==> src/rtl/wdt_pkg.sv <==
package wdt_pkg;
    typedef enum logic [1:0] {
        WD_IDLE = 2'd0,
        WD_RUN  = 2'd1,
        WD_FIRE = 2'd2
    } wd_state_e;

    localparam logic SEL_CTRL  = 1'b0;
    localparam logic SEL_FLAGS = 1'b1;
endpackage

==> src/rtl/wdt_interval.sv <==
// Decodes multiplier and resolution into an interval in ticks.
module wdt_interval #(
    parameter int MULT_W = 5,
    parameter int RES_W  = 2,
    parameter int CNT_W  = MULT_W + 2 * ((1 << RES_W) - 1)
) (
    input  logic [MULT_W-1:0] mult,
    input  logic [RES_W-1:0]  res,
    output logic [CNT_W-1:0]  ticks
);
    localparam int NRES = 1 << RES_W;

    logic [CNT_W-1:0] cand [NRES];

    for (genvar r = 0; r < NRES; r++) begin : g_scale
        assign cand[r] = {{(CNT_W-MULT_W){1'b0}}, mult} << (2 * r);
    end

    assign ticks = cand[res];
endmodule

==> src/rtl/wdt_counter.sv <==
// Countdown state machine: IDLE / RUN / FIRE.
module wdt_counter
    import wdt_pkg::*;
#(
    parameter int CNT_W = 11
) (
    input  logic             clk,
    input  logic             rst_n,
    input  logic             tick,
    input  logic             restart,
    input  logic [CNT_W-1:0] load_val,
    output logic             fire
);
    wd_state_e        state_q, state_d;
    logic [CNT_W-1:0] cnt_q, cnt_d;
    logic             last_tick;

    assign last_tick = tick && (cnt_q == CNT_W'(1));

    always_comb begin
        state_d = state_q;
        cnt_d   = cnt_q;
        unique case (state_q)
            WD_IDLE: begin
                if (restart) begin
                    cnt_d   = load_val;
                    state_d = (load_val == '0) ? WD_IDLE : WD_RUN;
                end
            end
            WD_RUN: begin
                if (restart) begin
                    cnt_d   = load_val;
                    state_d = (load_val == '0) ? WD_IDLE : WD_RUN;
                end else if (last_tick) begin
                    cnt_d   = '0;
                    state_d = WD_FIRE;
                end else if (tick) begin
                    cnt_d   = cnt_q - CNT_W'(1);
                end
            end
            WD_FIRE: begin
                if (restart) begin
                    cnt_d   = load_val;
                    state_d = (load_val == '0) ? WD_IDLE : WD_RUN;
                end else begin
                    state_d = WD_IDLE;
                end
            end
            default: begin
                state_d = WD_IDLE;
                cnt_d   = '0;
            end
        endcase
    end

    always_ff @(posedge clk) begin
        if (!rst_n) begin
            state_q <= WD_IDLE;
            cnt_q   <= '0;
        end else begin
            state_q <= state_d;
            cnt_q   <= cnt_d;
        end
    end

    always_comb begin
        fire = (state_q == WD_FIRE);
    end

    // a restart never lets the next state be the expiry state
    assert_restart_wins_R10: assert property (@(posedge clk) disable iff (!rst_n)
        restart |=> (state_q != WD_FIRE));

    // a restart with zero interval leaves the counter idle
    assert_zero_idles_R2: assert property (@(posedge clk) disable iff (!rst_n)
        (restart && load_val == '0) |=> (state_q == WD_IDLE));

    // expiry lasts one cycle and is not re-entered without a restart
    assert_single_fire_R9: assert property (@(posedge clk) disable iff (!rst_n)
        (state_q == WD_FIRE && !restart) |=> (state_q == WD_IDLE));
endmodule

==> src/rtl/wdt_regfile.sv <==
// Control and flags registers with access side effects.
module wdt_regfile
    import wdt_pkg::*;
#(
    parameter int DATA_W = 8
) (
    input  logic              clk,
    input  logic              rst_n,
    input  logic              sel,
    input  logic              wr_en,
    input  logic              rd_en,
    input  logic [DATA_W-1:0] wr_data,
    input  logic              fire,
    output logic [DATA_W-1:0] ctrl_q,
    output logic [DATA_W-1:0] rd_data,
    output logic              restart,
    output logic [DATA_W-1:0] restart_code
);
    logic flag_q;
    logic wr_ctrl, rd_ctrl;
    logic steer_rst;

    assign wr_ctrl      = wr_en && (sel == SEL_CTRL);
    assign rd_ctrl      = rd_en && !wr_en && (sel == SEL_CTRL);
    assign restart      = wr_ctrl || rd_ctrl;
    assign restart_code = wr_ctrl ? wr_data : ctrl_q;
    assign steer_rst    = ctrl_q[DATA_W-1];

    always_ff @(posedge clk) begin
        if (!rst_n) begin
            ctrl_q <= '0;
        end else if (wr_ctrl) begin
            ctrl_q <= wr_data;
        end else if (fire && steer_rst && !rd_ctrl) begin
            ctrl_q <= '0;
        end
    end

    always_ff @(posedge clk) begin
        if (!rst_n) begin
            flag_q <= 1'b0;
        end else if (restart) begin
            flag_q <= 1'b0;
        end else if (fire) begin
            flag_q <= 1'b1;
        end
    end

    assign rd_data = (sel == SEL_CTRL) ? ctrl_q : {flag_q, {(DATA_W-1){1'b0}}};

    // a control write stores the data and clears the flag
    assert_write_stores_R3: assert property (@(posedge clk) disable iff (!rst_n)
        wr_ctrl |=> (ctrl_q == $past(wr_data)) && !flag_q);

    // expiry without restart leaves the flag set
    assert_flag_sets_R5: assert property (@(posedge clk) disable iff (!rst_n)
        (fire && !restart) |=> flag_q);

    // reset-steered expiry clears the control register
    assert_steer_clears_R6: assert property (@(posedge clk) disable iff (!rst_n)
        (fire && steer_rst && !restart) |=> (ctrl_q == '0));

    // flags-register writes do not move the flag
    assert_flags_ro_R8: assert property (@(posedge clk) disable iff (!rst_n)
        (wr_en && sel == SEL_FLAGS && !fire) |=> $stable(flag_q));
endmodule

==> src/rtl/wdt_steer.sv <==
// Top: steerable watchdog timer.
module wdt_steer #(
    parameter int MULT_W = 5,
    parameter int RES_W  = 2
) (
    input  logic                      clk,
    input  logic                      rst_n,
    input  logic                      tick_16hz,
    input  logic                      sel,
    input  logic                      wr_en,
    input  logic                      rd_en,
    input  logic [MULT_W+RES_W:0]     wr_data,
    output logic [MULT_W+RES_W:0]     rd_data,
    output logic                      irq_pulse,
    output logic                      rst_req,
    output logic                      century_clr
);
    localparam int DATA_W = MULT_W + RES_W + 1;
    localparam int CNT_W  = MULT_W + 2 * ((1 << RES_W) - 1);

    logic [DATA_W-1:0] ctrl_q;
    logic [DATA_W-1:0] restart_code;
    logic              restart;
    logic              fire;
    logic [CNT_W-1:0]  load_val;

    wdt_regfile #(.DATA_W(DATA_W)) u_regs (
        .clk          (clk),
        .rst_n        (rst_n),
        .sel          (sel),
        .wr_en        (wr_en),
        .rd_en        (rd_en),
        .wr_data      (wr_data),
        .fire         (fire),
        .ctrl_q       (ctrl_q),
        .rd_data      (rd_data),
        .restart      (restart),
        .restart_code (restart_code)
    );

    wdt_interval #(.MULT_W(MULT_W), .RES_W(RES_W), .CNT_W(CNT_W)) u_interval (
        .mult  (restart_code[DATA_W-2:RES_W]),
        .res   (restart_code[RES_W-1:0]),
        .ticks (load_val)
    );

    wdt_counter #(.CNT_W(CNT_W)) u_count (
        .clk      (clk),
        .rst_n    (rst_n),
        .tick     (tick_16hz),
        .restart  (restart),
        .load_val (load_val),
        .fire     (fire)
    );

    assign rst_req     = fire &&  ctrl_q[DATA_W-1];
    assign irq_pulse   = fire && !ctrl_q[DATA_W-1];
    assign century_clr = rst_req;

    // the two expiry outputs are mutually exclusive
    assert_steer_exclusive_R7: assert property (@(posedge clk) disable iff (!rst_n)
        !(rst_req && irq_pulse));

    // reset request is a single-cycle pulse
    assert_rst_one_cycle_R6: assert property (@(posedge clk) disable iff (!rst_n)
        rst_req |=> !rst_req);
endmodule

==> config.mk <==
export PLATFORM = sky130hd
export DESIGN_NAME = wdt_steer
export DESIGN_NICKNAME = d
export VERILOG_FILES = /design/src/rtl/wdt_pkg.sv /design/src/rtl/wdt_interval.sv /design/src/rtl/wdt_counter.sv /design/src/rtl/wdt_regfile.sv /design/src/rtl/wdt_steer.sv
export SDC_FILE = /design/constraint.sdc
export NUM_CORES = 1
export LEC_CHECK = 0
export BUFFER_PORTS_ARGS = -buffer_cell sky130_fd_sc_hd__buf_2
export CAP_MARGIN = 30
export CORE_MARGIN = 5
export CORE_UTILIZATION = 45
export CTS_CLUSTER_SIZE = 25
export DETAILED_ROUTE_END_ITERATION = 8
export PLACE_DENSITY_LB_ADDON = 0.1
export SKIP_LAST_GASP = 1
export SYNTH_ARGS = -nofsm -noshare
export SYNTH_HDL_FRONTEND = slang
export SYNTH_SLANG_ARGS = --single-unit
==> constraint.sdc <==
create_clock -name clk -period 2.5 [get_ports clk]
set_input_delay 0.5 -clock clk [delete_from_list [all_inputs] [get_ports clk]]
set_output_delay 0.5 -clock clk [all_outputs]
set_load 0.05 [all_outputs]
==> results.sh <==
export IMPL_antenna_cells=0
export IMPL_dp_slack_ns=0.2217
export IMPL_rsz0062_at_grt="no"
export IMPL_r2r_cells=5
export IMPL_synth_top_area_share_pct=26.83
export IMPL_remaining_drc_errors=0
export IMPL_endpoint_kind="flop"
export IMPL_final_setup_skew_ns=0.006145
export IMPL_rows=22
export IMPL_cts_tree="done"
export IMPL_finalHoldViolCount=0
export IMPL_clock_sinks=22
export IMPL_core_area_mm2=0.003606
export IMPL_cts_root_buf="clkbuf_8"
export IMPL_max_freq_mhz=490.9
export IMPL_synth_edf_count=0
export IMPL_final_layout_size_suffix_gt1_share_pct=18.07
export IMPL_cp_arrival_ns=2.18
export IMPL_p_sw_uw=314.9
export IMPL_hold_buffers=0
export IMPL_grt_max_degree=16
export IMPL_synthArstFlopShare_pct=0
export IMPL_intPower_uw=625.0
export IMPL_syn_area_mm2=0.001642
export IMPL_r2r_slack_ns=0.46
export IMPL_avgViaCountPerCell=5.906
export IMPL_first_pass_iters=4
export IMPL_cp_start_kind="flop"
export IMPL_maxCapViolations=0
export IMPL_portBuffers=24
export IMPL_start_util_pct=45.52
export IMPL_status="complete, no violations"
export IMPL_setup_viol_count_final=0
export IMPL_routedWlPerCell_um=14.97
export IMPL_grt_pass1_wl_um=7176
export IMPL_period_needed_ns=2.037
export IMPL_power_density_mw_per_mm2=504.2
export IMPL_switching_share_pct=33.51
export IMPL_pwr_share_seq_pct=42.4
export IMPL_nFillCells=383
export IMPL_synth_area_top_cells="dfxtp_1 27%, nand2_1 5.7%, mux2i_1 5.5%, o21ai_0 4.9%, nor2b_1 4.6%"
export IMPL_slew_viol_final=0
export IMPL_io_pins=25
export IMPL_routabilityCongestion=0.8882
export IMPL_synth_seq_area_share_pct=26.83
export IMPL_area_growth_syn_to_layout_pct=13.57
export IMPL_die_w_um=70.40
export IMPL_gr_total_overflow=0
export IMPL_reg2reg_from="u_count.cnt_q[5]$_SDFFE_PN0P_"
export IMPL_clk_insertion_delay_late_ns=0.27
export IMPL_hold_path_class="in -> reg"
export IMPL_postSynthCellCount=217
export IMPL_ys_warn_count=0
export IMPL_crit_start="u_count.cnt_q[5]$_SDFFE_PN0P_"
export IMPL_holdPathEnd="u_regs.ctrl_q[7]$_SDFFE_PN0P_"
export IMPL_finalCritPeriodShare_pct=81.48
export IMPL_r2r_end="u_count.state_q[0]$_SDFFE_PN0P_"
export IMPL_synth_cell_types=48
export IMPL_dr_first_iter_drc_count=150
export IMPL_track_usage_pct=17.54
export IMPL_antenna_found_initial=0
export IMPL_dp_final_hpwl_um=3324
export IMPL_nets=255
export IMPL_setup_ws_ns=0.4631
export IMPL_cp_max_fo=8
export IMPL_synth_seq_cells=22
export IMPL_p_comb_share_pct=29.6
export IMPL_antenna_left=0
export IMPL_cts_buffer_depth=2
export IMPL_min_delay_start="wr_data[7]"
export IMPL_placed_area_mm2=0.001809
export IMPL_cts_clk_slew_worst_paths_ns=0.08
export IMPL_postCtsResizedCells=0
export IMPL_ir_worst_vdd_mv=0.1944
export IMPL_pwr_share_clk_pct=28.0
export IMPL_synthFlopType="dfxtp_1"
export IMPL_crit_required_ns=2.65
export IMPL_worst_setup_path_type="reg -> reg"
export IMPL_grt_pass1_vias=1513
export IMPL_dieArea_mm2=0.004956
export IMPL_holdPathStages=3
export IMPL_cts_htree_levels=1
export IMPL_synth_top_area_cell="dfxtp_1"
export IMPL_postCtsSetupBuffers=0
export IMPL_synth_nets=233
export IMPL_vias=1689
export IMPL_routed_wl_um=4280
export IMPL_die_y_um=70.40
export IMPL_finalSetupTns_ns=0
export IMPL_tightest_slew_ns=0.6215
export IMPL_maxSlewHeadroom_pct=58.19
export IMPL_cts_buffers=3
export IMPL_fin_area_mm2=0.001864
export IMPL_syn_avg_cell_area_um2=7.565
export IMPL_power_leakage_uw=0.0007469
==> power groups by stage <==
| stage | combinational (uW) | clock [uW] | sequential [uW] |
|---|---|---|---|
| 2_1_floorplan | 212 | 0 | 397 |
| 3_3_place_gp | 276 | 0 | 407 |
| 3_5_place_dp | 277 | 0 | 406 |
| 4_1_cts | 278 | 272 | 398 |
| 5_1_grt | 311 | 284 | 403 |
| 6_report | 279 | 263 | 398 |
==> layer usage <==
metal / share of wire, % / up-vias / track usage [%]
li1: - / 859 / -
met1: 49 / 777 / 25.95
met2: 44 / 48 / 27.03
met3: 6.0 / 5 / 2.158
met4: 0.86 / 0 / 3.617
met5: 0 / - / 0
==> stage by stage <==
stage	util [%]	power, uW	hold WS, ns	std cells
floorplan	-	608.4	0.4346	217
global placement	50.17	683.0	0.4565	282
detailed placement	50.17	683.0	0.4890	282
CTS	51.70	948.0	0.4669	286
global route	51.70	998.2	0.4890	286
finish	51.70	939.9	0.4685	286
==> cells in the mapped netlist (3+ instances only) <==
library cell / number
dfxtp_1: 22
o21ai_0: 16
nor3_1: 13
nand4_1: 3
a21oi_1: 14
a31oi_1: 4
nor3b_1: 3
mux2_2: 4
nand3_1: 12
nand2b_1: 4
nand2_1: 25
nor2_1: 7
mux2i_1: 9
a32o_1: 6
a211oi_1: 5
clkbuf_1: 7
inv_1: 4
o2bb2ai_1: 3
nor2b_1: 12
o32ai_1: 3
buf_2: 4
==> cells by family after synthesis <==
| kind of cell | after synthesis | synth area share [%] |
|---|---|---|
| mux | 13 | 8.232 |
| flops | 22 | 26.83 |
| simple gates | 94 | 31.02 |
| xor+xnor | 1 | 0.5336 |
| compound gates | 66 | 26.75 |
| buf+inv | 19 | 5.106 |
| fa+ha+maj | 2 | 1.524 |
==> cell usage in the layout (no fill, tap or decap), types with 3 or more instances in the layout <==
master     count
nand2_1       25
a21oi_1       14
mux2i_1        9
nor2b_1       12
dfxtp_1       22
o32ai_1        3
mux2_2         4
nand4_1        3
buf_4          7
buf_2         24
nor3b_1        3
clkbuf_8       4
nor2_1         7
nand2b_1       4
o21ai_0       16
a31oi_1        4
o2bb2ai_1      3
a211oi_1       5
nand3_1       12
a32o_1         6
nor3_1        13
inv_1          4
==> state kept, by name, indices dropped and copies added, names as in the netlist <==
name and cells:
u_count.state_q 2, u_regs.ctrl_q 8, u_regs.flag_q 1, u_count.cnt_q 11
==> critical path: stages (launching register included) <==
cell	delay, ns
dfxtp_1	0.38
nor4_4	0.36
nand4_1	0.23
and2_2	0.29
a2111oi_0	0.51
a31oi_1	0.14
==> worst max path at each step <==
stage,depth (start not counted),endpoint
after floorplan,6,u_count.state_q[0]$_SDFFE_PN0P_
after global placement,7,u_count.state_q[0]$_SDFFE_PN0P_
after detailed placement,7,u_count.state_q[0]$_SDFFE_PN0P_
after CTS,5,u_count.state_q[0]$_SDFFE_PN0P_
after global routing,5,u_count.state_q[0]$_SDFFE_PN0P_
final,5,u_count.state_q[0]$_SDFFE_PN0P_
==> layout make-up <==
class | instances | area [um^2] | area share [%]
repair buffers | 31 | 172.7 | 9.262
multi-input cells | 176 | 1117 | 59.93
flip-flops and latches | 22 | 440.4 | 23.62
well taps | 48 | 60.06 | 3.221
inverters | 5 | 18.77 | 1.007
clock buffers | 4 | 55.05 | 2.953
No activity file was read; power rests on OpenSTA's default activity.
